## src/rtl/cbu_pkg.sv

```systemverilog
// Package: shared constants of the conditional set-and-branch unit.
// Assumes a fixed 4-byte instruction and a 3-bit status field whose top bit is constant one.
package cbu_pkg;
    localparam int COND_W      = 4;
    localparam int STAT_W      = COND_W - 1;
    localparam int INSN_BYTES  = 4;
    localparam int RO_REGS     = 2;
endpackage

```

## src/rtl/cbu_cond_eval.sv

```systemverilog
// Module: evaluates the condition code against the status vector.
// Each mask bit that is set demands that its status bit equal the polarity bit.
// Assumes the caller has already built the full status vector.
module cbu_cond_eval
    import cbu_pkg::*;
(
    input  logic [COND_W-1:0] cond,
    input  logic [STAT_W-1:0] status,
    output logic              hit
);
    logic [STAT_W-1:0] bit_ok;

    // One term per status bit: unmasked bits always agree.
    for (genvar i = 0; i < STAT_W; i++) begin : g_term
        assign bit_ok[i] = ~cond[i] | (status[i] == cond[COND_W-1]);
    end

    // Condition holds only when every term agrees.
    always_comb hit = &bit_ok;
endmodule

```

## src/rtl/cbu_target_calc.sv

```systemverilog
// Module: computes the fall-through and displaced next addresses.
// Assumes the offset is signed and relative to the end of the instruction.
module cbu_target_calc
    import cbu_pkg::*;
#(
    parameter int ADDR_W = 32,
    parameter int OFS_W  = 16
) (
    input  logic [ADDR_W-1:0] pc,
    input  logic [OFS_W-1:0]  offset,
    input  logic              hit,
    output logic [ADDR_W-1:0] target
);
    localparam int EXT_W = ADDR_W - OFS_W;

    logic [ADDR_W-1:0] seq_pc;
    logic [ADDR_W-1:0] ofs_ext;

    // Sequential address past the whole instruction.
    always_comb seq_pc = pc + ADDR_W'(INSN_BYTES);

    // Sign extension of the displacement.
    always_comb ofs_ext = {{EXT_W{offset[OFS_W-1]}}, offset};

    // Choose the displaced or the sequential address.
    always_comb target = hit ? seq_pc + ofs_ext : seq_pc;
endmodule

```

## src/rtl/cbu_wr_gate.sv

```systemverilog
// Module: decides whether a register write may leave the unit.
// Assumes indices below RO_REGS are constant registers that must never be written.
module cbu_wr_gate
    import cbu_pkg::*;
#(
    parameter int IDX_W = 4
) (
    input  logic [IDX_W-1:0] dest_idx,
    output logic             writable
);
    // Indices below the read-only limit are refused.
    always_comb writable = (dest_idx >= IDX_W'(RO_REGS));
endmodule

```

## src/rtl/cond_branch_unit.sv

```systemverilog
// Module: top of the conditional set-and-branch unit.
// Captures one instruction per start strobe and presents a registered result one cycle later.
// Assumes the caller samples outputs only while valid is high; data outputs hold between results.
module cond_branch_unit
    import cbu_pkg::*;
#(
    parameter int ADDR_W = 32,
    parameter int OFS_W  = 16,
    parameter int IDX_W  = 4,
    parameter int DATA_W = 32
) (
    input  logic              clk,
    input  logic              rst_n,
    input  logic              start,
    input  logic [COND_W-1:0] cond,
    input  logic              flag_sign,
    input  logic              flag_zero,
    input  logic [IDX_W-1:0]  dest_idx,
    input  logic [OFS_W-1:0]  offset,
    input  logic [ADDR_W-1:0] pc,
    output logic              valid,
    output logic              taken,
    output logic              wr_en,
    output logic [IDX_W-1:0]  wr_idx,
    output logic [DATA_W-1:0] wr_data,
    output logic [ADDR_W-1:0] next_pc
);
    logic [STAT_W-1:0] status;
    logic              hit;
    logic              writable;
    logic [ADDR_W-1:0] target;

    // Status vector with its constant-one top bit.
    always_comb status = {1'b1, flag_sign, flag_zero};

    cbu_cond_eval u_eval (
        .cond   (cond),
        .status (status),
        .hit    (hit)
    );

    cbu_target_calc #(.ADDR_W(ADDR_W), .OFS_W(OFS_W)) u_target (
        .pc     (pc),
        .offset (offset),
        .hit    (hit),
        .target (target)
    );

    cbu_wr_gate #(.IDX_W(IDX_W)) u_gate (
        .dest_idx (dest_idx),
        .writable (writable)
    );

    // Result register: pulses valid/wr_en, holds data fields until the next start.
    always_ff @(posedge clk) begin
        if (!rst_n) begin
            valid   <= 1'b0;
            taken   <= 1'b0;
            wr_en   <= 1'b0;
            wr_idx  <= '0;
            wr_data <= '0;
            next_pc <= '0;
        end else begin
            valid <= start;
            wr_en <= start & writable;
            if (start) begin
                taken   <= hit;
                wr_idx  <= dest_idx;
                wr_data <= {{(DATA_W-1){1'b0}}, hit};
                next_pc <= target;
            end
        end
    end
endmodule

```

## config.mk

```make
export PLATFORM = sky130hd
export DESIGN_NAME = cond_branch_unit
export DESIGN_NICKNAME = d
export VERILOG_FILES = /design/src/rtl/cbu_pkg.sv /design/src/rtl/cbu_cond_eval.sv /design/src/rtl/cbu_target_calc.sv /design/src/rtl/cbu_wr_gate.sv /design/src/rtl/cond_branch_unit.sv
export SDC_FILE = /design/constraint.sdc
export NUM_CORES = 1
export LEC_CHECK = 0
export ABC_CLOCK_PERIOD_IN_PS = 5090
export BUFFER_PORTS_ARGS = -buffer_cell sky130_fd_sc_hd__buf_2
export CAP_MARGIN = 25
export CORE_UTILIZATION = 30
export DETAILED_ROUTE_END_ITERATION = 10
export PLACE_DENSITY_LB_ADDON = 0.3
export SYNTH_ARGS = -nofsm -noshare
export SYNTH_HDL_FRONTEND = slang
export SYNTH_SLANG_ARGS = --single-unit
```

## constraint.sdc

```tcl
create_clock -name clk -period 5.09 [get_ports clk]
set_input_delay 1.018 -clock clk [delete_from_list [all_inputs] [get_ports clk]]
set_output_delay 1.018 -clock clk [all_outputs]
set_load 0.005 [all_outputs]
```

## Yosys cells after proc, flatten, opt, wreduce, memory -nomap -nowiden

Index checks and enable logic that the tools add are counted.
Widths: inputs -> output; s select.

- Bits in registers: 39
- Output and inout port bits: 71
- Logic and storage cells: 19

- Add/subtract/negate cells: 2
- Order comparisons: 1
- Equal/unequal tests: 2
- Muxes and demuxes: 1
- Bitwise logic cells: 7
- Reduce and logical (&&, ||, !) cells: 1

Operator list:

| kind | number |
|---|---|
| $add 32x3->32 const B | 1 |
| $add 32x32->32 | 1 |
| $mux 32 | 1 |
| $ge 4x2->1 const B | 1 |
| $not 1->1 | 3 |
| $or 1x1->1 | 3 |
| $reduce_and 3->1 | 1 |
| $eq 1x1->1 | 2 |
| $and 1x1->1 | 1 |

## Logic depth before layout (Yosys ltp)

Gate-level depths: netlist (run 1).

- Depth in word-level cells: 4
- Depth in mapped cells: 16

## Hierarchy

A second synthesis (run 1) with hierarchy kept.

- Cells, all modules: 563
- Area, all modules: 4415.5 µm²

By module, submodules not included:

| module | times used | cells an instance | area each (µm²) | seq. area each (µm²) |
|---|---|---|---|---|
| cbu_target_calc | 1 | 395 | 2643.8 | 0.0 |
| cond_branch_unit | 1 | 158 | 1721.7 | 780.7 |
| cbu_cond_eval | 1 | 9 | 43.8 | 0.0 |
| cbu_wr_gate | 1 | 1 | 6.3 | 0.0 |

## Worst setup path after synthesis (run 1)

OpenSTA, ideal clock, no wires.

- Kind: input -> register
- Start point: input port pc[5]
- End point: register next_pc[24]
- Library setup time: 0.059 ns
- Data arrival time: 3.840 ns
- Data required time: 5.031 ns
- Setup slack: 1.191 ns
- Cell stages on the path: 15
- Path buffers: 2
- Cell sequence: and4_1 > and4_1 > buf_2 > nand2_1 > xnor2_1 > ha_1 > and2_1 > buf_6 > a21o_1 > o41a_1 > or3_4 > o21ai_2 > o31ai_1 > a211oi_2 > o211a_1

- Word-level cells in the longest chain between the ends: 3

Ends and longest elaborated chain:

| item | RTL line | text |
|---|---|---|
| from (decl) | cond_branch_unit.sv:20 | `input logic [ADDR_W-1:0] pc,` |
| $add 32x3->32 (*) | cbu_target_calc.sv:20 | `always_comb seq_pc = pc + ADDR_W'(INSN_BYTES);` |
| $add 32x32->32 | cbu_target_calc.sv:26 | `always_comb target = hit ? seq_pc + ofs_ext : seq_pc;` |
| $mux 32 (*) | cbu_target_calc.sv:26 |  |
| to (signal assigned) | cond_branch_unit.sv:70 | `next_pc <= target;` |
| to (decl) | cond_branch_unit.sv:26 | `output logic [ADDR_W-1:0] next_pc` |

Mark *: on every way between the ends. The rest lies on a longest branch, timed or not.
A chain may end at the register's enable or synchronous reset.

## Worst setup path in the final report (run 1)

- Start point: input port pc[9]
- End point: register next_pc[31]

The elaborated chain is that of the path after synthesis.

==> metrics.cfg, run 1 <==
[cells_and_area]
fin_nets=766
num-fill-cells=1524
multi_input_area_mm2=0.00325
syn2layout_area_growth_pct=16.9
finalInstanceArea_mm2=0.00503
most-common-layout-cells=buf_2, nand2_1, ha_1
instances_no_fill=845
antenna_cells=0
final_common_cell=buf_2
register_area_um2=781
layout-drive-gt1-share=0.183

[clock_tree]
clk_pin_slew_ps=60
htreeDepth=2
cts-resized-gates=0
cts_made_buffers=5
cts_hold_buf=0
clockBufferDepth=2
cts_tree=built
cts_root_buf=clkbuf_16
clock_sinks=39
insertion_delay_ps=280
post-cts-setup-buffers=0

[logic_synthesis]
synth_area_mm2=0.00430
synthTopCellsByArea=dfxtp_1, ha_1, xnor2_1, nand2_1, buf_4
postSynthCellCount=579
syn_area_per_cell_um2=7.43
ys_seq_elements=39
async_reset_ff_frac=0
synth_top_area_share=0.181
ys_warn_count=0
synth_cell_types=62
synth_top_flop_cell=dfxtp_1
synth_edf_count=0
synth_area_leader_cell=dfxtp_1
ys_seq_area_frac=0.181

[route]
met1_length_um=6210
wl_met2_um=5850
vias=4416
viasPerCell=5.23
initialDrtViolationCount=210
routed-wl-met3_um=723
drc_errors=0
drt_first_pass_iters=4
wirelength_um=13000
wire_per_inst_um=15.4
drtAntennaViolNets=0
top_layer=met4

[timing]
worst_slew_pin_slew_ps=832
setup_viol=0
rsz0062_at_grt=false
finalCritPeriodShare=0.833
timing_hold_violations_final=0
fin_crit_ps=4240
slew_viol_final=0
fin_setup_tns_ps=0
max-slew-margin-rel=0.445
final.setup_skew_ps=0
fmax_ghz=0.236

[critical_path]
crit_type=input pin to flip-flop
path_max_fanout=6
critical_path_required_ps=5300
endpoint_kind=flip-flop
start_kind=input pin
worstPathArrival_ps=4450

[die]
pin_count=132
coreArea_mm2=0.0139
start_util=0.309
rows=43
die_area_mm2=0.0148
die_h_um=122
die_x_um=122

[worst_hold_path]
hold_class=flip-flop to flip-flop

[global_routing]
grt_use_total=0.177
grt_overflow=0
antenna_found_initial=0
grt_pass1_wl_um=20700
grt_max_degree=46
grt_pass1_vias=4035

[placed_design]
place.gp.congestion=0.874
dpl.hpwl_um=10100
dp_cells=837
port_buffers=100
placed_cell_area_mm2=0.00484

[run]
maxCapViolCount=0

[pwr]
leakage_uw=0.00231
ir_worst_vdd_v=0.000131
power_density_mw_per_mm2=241

[status]
status=complete, no violations

[worst paths after layout]
check,start,endpoint,slack [ps],cells past startpoint
worst max-delay path,pc[9],next_pc[31]$_SDFFE_PN0P_,850,16
worst min-delay path,next_pc[0]$_SDFFE_PN0P_,next_pc[0]$_SDFFE_PN0P_,480,2
worst max register to register,next_pc[27]$_SDFFE_PN0P_,next_pc[27]$_SDFFE_PN0P_,4280,3
worst min register to register,next_pc[0]$_SDFFE_PN0P_,next_pc[0]$_SDFFE_PN0P_,480,2
[routing by layer]
layer / global-route usage / up-vias
met4: 0.0494 / 0
li1: - / 2212
met3: 0.0295 / 18
met1: 0.242 / 2045
met2: 0.284 / 141
met5: 0 / -
[where the power goes]
part           total, µW  internal, µW  switching, µW  leakage [µW]
clock network        419           282            137     0.0000911
logic                446           183            263       0.00190
registers            346           333           13.3      0.000324
total               1210           798            413       0.00231
[registers in the layout, summed over array words and instances, names as in the netlist]
signal	flops
taken	1
next_pc	32
valid	1
wr_idx	4
wr_en	1
[stage by stage]
stage / total power (µW) / worst slack [ps] / util / hold WS [ps]
final: 1210 / 848 / 0.361 / 481
after global routing: 1290 / 488 / 0.361 / 508
after CTS: 1220 / 865 / 0.361 / 489
after floorplan: 672 / 1190 / - / 476
after detailed placement: 796 / 569 / 0.347 / 478
after global placement: 798 / 563 / 0.347 / 470
[cell usage after synthesis, types with 4 or more instances]
cell type  instances
nand2_1           72
a21oi_1           40
ha_1              40
dfxtp_1           39
o21ai_0           35
xnor2_1           35
nor2_1            34
nand3_1           33
buf_4             32
clkbuf_1          18
a31oi_1           16
and3_1            16
a21o_1            15
inv_1             11
xor2_1            11
mux2i_1            9
o21a_1             9
a311oi_1           8
nand4_1            8
nor3_1             8
and2_1             7
and4_1             7
a211oi_1           6
buf_1              5
or3_1              4
[worst max-delay path: stages]
cell	delay (ps)
buf_2	130
nand3_1	110
nor4_1	510
and2_1	320
nand2_1	150
nor2_1	140
xor2_1	270
ha_1	340
nand2_1	90
o21ai_1	80
nor3_1	150
o21ai_0	110
a21oi_1	280
a21oi_1	100
or4b_1	500
a31oi_1	130
[area by class of cell]
cell class,instances,share of cell area
Timing Repair Buffer,106,0.108
Multi-Input combinational cell,501,0.646
Sequential cell,39,0.155
Inverter,11,0.00821
Tap cell,180,0.0448
Clock buffer,6,0.0256
Clock inverter,2,0.0119
[logic make-up after synthesis]
logic type / after synthesis / share of synthesized area
adder cells (fa/ha/maj): 41 / 0.121
other: 1 / 0.000872
flip-flops: 39 / 0.181
AND/OR/NAND/NOR: 208 / 0.238
multiplexers: 10 / 0.0236
AO/OA/AOI/OAI: 165 / 0.252
XOR/XNOR: 46 / 0.0936
buffers and inverters: 69 / 0.0904
No activity file was read; power rests on OpenSTA's default activity.
==> run 2: changes to the inputs <==
--- a/config.mk
+++ b/config.mk
@@ -5,7 +5,7 @@
 export SDC_FILE = /design/constraint.sdc
 export NUM_CORES = 1
 export LEC_CHECK = 0
-export ABC_CLOCK_PERIOD_IN_PS = 5090
+export ABC_CLOCK_PERIOD_IN_PS = 3900
 export BUFFER_PORTS_ARGS = -buffer_cell sky130_fd_sc_hd__buf_2
 export CAP_MARGIN = 25
 export CORE_UTILIZATION = 30
==> constraint.sdc (replaced) <==
create_clock -name clk -period 3.9 [get_ports clk]
set_input_delay 0.78 -clock clk [delete_from_list [all_inputs] [get_ports clk]]
set_output_delay 0.78 -clock clk [all_outputs]
set_load 0.005 [all_outputs]
==> run 2 against run 1 <==
Sequential share of layout area is 2.0 points lower. Sequential power is 31% higher. Power is 30% higher. Hold slack hardly changed. Combinational power is 54% higher. Utilization is 5.3 points higher. Critical path type unchanged. Largest power group unchanged.
==> metrics.cfg, run 2 (synthesis results as in run 1) <==
[status]
status=complete, no violations  ; unchanged

[route]
wire_per_inst_um=14.7  ; was 15.4 µm
drc_errors=0  ; unchanged
drtAntennaViolNets=0  ; unchanged
vias=4745  ; was 4416
initialDrtViolationCount=246  ; was 210
viasPerCell=5.01  ; was 5.23
drt_first_pass_iters=4  ; unchanged
wirelength_um=13900  ; was 13000 µm

[die]
coreArea_mm2=0.0139  ; unchanged
start_util=0.309  ; unchanged
die_h_um=122  ; unchanged
pin_count=132  ; unchanged
die_x_um=122  ; unchanged
rows=43  ; unchanged
die_area_mm2=0.0148  ; unchanged

[clock_tree]
post-cts-setup-buffers=0  ; unchanged
clock_sinks=39  ; unchanged
clockBufferDepth=2  ; unchanged
cts_made_buffers=5  ; unchanged
insertion_delay_ps=280  ; about the same
cts-resized-gates=0  ; unchanged
cts_root_buf=clkbuf_16  ; unchanged
cts_tree=built  ; unchanged
cts_hold_buf=0  ; unchanged
clk_pin_slew_ps=70  ; was 60 ps
htreeDepth=2  ; unchanged

[timing]
finalCritPeriodShare=0.930
slew_viol_final=0  ; unchanged
fin_setup_tns_ps=0  ; unchanged
fin_ws_ps=271  ; was 848 ps
rsz0062_at_grt=false  ; unchanged
max-slew-margin-rel=0.470  ; was 0.445
timing_hold_violations_final=0  ; unchanged
worst_slew_pin_slew_ps=795  ; was 832 ps
final.setup_skew_ps=0  ; unchanged
fin_crit_ps=3630
setup_viol=0  ; unchanged
fmax_ghz=0.276

[cells_and_area]
final_common_cell=buf_4  ; was buf_2
largest_reg_flops=32  ; unchanged
top_register=next_pc  ; unchanged
most-common-layout-cells=buf_4, buf_2, nand2_1  ; was buf_2, nand2_1, ha_1
fin_nets=869  ; was 766
multi_input_area_mm2=0.00325  ; unchanged
register_area_um2=781  ; unchanged
layout-drive-gt1-share=0.294  ; was 0.183
antenna_cells=0  ; unchanged
syn2layout_area_growth_pct=34.2  ; was 16.9%
num-fill-cells=1487  ; was 1524
top_regs=next_pc (32), wr_idx (4)  ; unchanged

[critical_path]
r2r_cells=3  ; unchanged
critPathLaunch=pc[5]  ; was pc[9]
worst-r2r-setup-slack_ps=3070  ; was 4280 ps
endpoint_kind=flip-flop  ; unchanged
timing.rr.start=next_pc[28]$_SDFFE_PN0P_  ; was next_pc[27]$_SDFFE_PN0P_
path_max_fanout=5  ; was 6
rr_endpoint=next_pc[28]$_SDFFE_PN0P_  ; was next_pc[27]$_SDFFE_PN0P_
worstPathArrival_ps=3870  ; was 4450 ps
critical_path_required_ps=4140  ; was 5300 ps
start_kind=input pin  ; unchanged
crit_type=input pin to flip-flop  ; unchanged

[global_routing]
grt_pass1_wl_um=22100  ; was 20700 µm
antenna_found_initial=0  ; unchanged
grt_pass1_vias=4416  ; was 4035
grt_use_total=0.188  ; was 0.177
grt_overflow=0  ; unchanged
grt_max_degree=45  ; was 46

[placed_design]
place.gp.congestion=0.860  ; was 0.874
port_buffers=100  ; unchanged
dpl.hpwl_um=11200  ; was 10100 µm
dpl_worst_slack_ps=-32.4  ; was 569 ps

[pwr]
power_density_mw_per_mm2=272  ; was 241 mW/mm²
ir_worst_vdd_v=0.000149  ; was 0.000131 V
leakage_uw=0.00279  ; was 0.00231 µW

[worst_hold_path]
whs_endpoint=next_pc[11]$_SDFFE_PN0P_  ; was next_pc[0]$_SDFFE_PN0P_
hold_class=flip-flop to flip-flop  ; unchanged
min_from=next_pc[11]$_SDFFE_PN0P_  ; was next_pc[0]$_SDFFE_PN0P_
whs_path_depth=2  ; unchanged

[run]
maxCapViolCount=0  ; unchanged

[run 2: cell types whose count changed in the layout (fill, tap and decap cells not counted), sizes merged]
cell,change
buf,+103
bufinv,-2
clkinvlp,+2
clkbuf,-1
clkinv,+1
[run 2: area by class of cell]
| cell class | instances | share of cell area |
|---|---|---|
| repair buffers | 209 | 0.231 |
| well taps | 180 | 0.0390 |
| clock buffers | 5 | 0.0217 |
| flip-flops and latches | 39 | 0.135 |
| multi-input cells | 501 | 0.563 |
| inverters | 11 | 0.00715 |
| clock inverters | 3 | 0.00347 |
[run 2: through the flow]
stage	util	total power, µW	hold slack [ps]	std cells	cell area [µm²]
after CTS	0.414	1580	486	948	5770
after floorplan	-	877	476	609	4420
after global placement	0.404	1140	472	940	5630
final	0.414	1570	481	948	5770
after global routing	0.414	1680	506	948	5770
after detailed placement	0.404	1140	477	940	5630
[run 2: per-layer routing]
metal | part of all wire | routed length [µm] | GRT usage | up-vias
met3 | 0.045 | 628 | 0.0197 | 16
li1 | - | - | - | 2431
met1 | 0.48 | 6680 | 0.255 | 2175
met2 | 0.46 | 6420 | 0.317 | 123
met5 | 0 | 0 | 0 | -
met4 | 0.014 | 195 | 0.0463 | 0
[run 2: worst max path at each step]
| stage | cells past startpoint | end |
|---|---|---|
| after global routing | 13 | next_pc[26]$_SDFFE_PN0P_ |
| after CTS | 15 | next_pc[24]$_SDFFE_PN0P_ |
| after floorplan | 15 | next_pc[24]$_SDFFE_PN0P_ |
| after detailed placement | 15 | next_pc[24]$_SDFFE_PN0P_ |
| after global placement | 15 | next_pc[27]$_SDFFE_PN0P_ |
| final | 15 | next_pc[24]$_SDFFE_PN0P_ |
[run 2: report_power, final]
part	switching (µW)	total, µW	leakage, µW	internal [µW]
Clock	194	431	0.0000658	237
Sequential	18.3	453	0.000324	435
Combinational	364	687	0.00240	323
Total	577	1570	0.00279	994
[run 2: worst max-delay path: stages]
cell and delay, ps:
buf_2 80, and4_1 250, and4_1 270, buf_4 160
nand2_1 70, xnor2_1 180, ha_1 300, and2_1 210
a21o_1 210, o41a_1 380, or3_4 350, o21ai_2 190
o31ai_1 100, a211oi_2 180, o211a_1 150
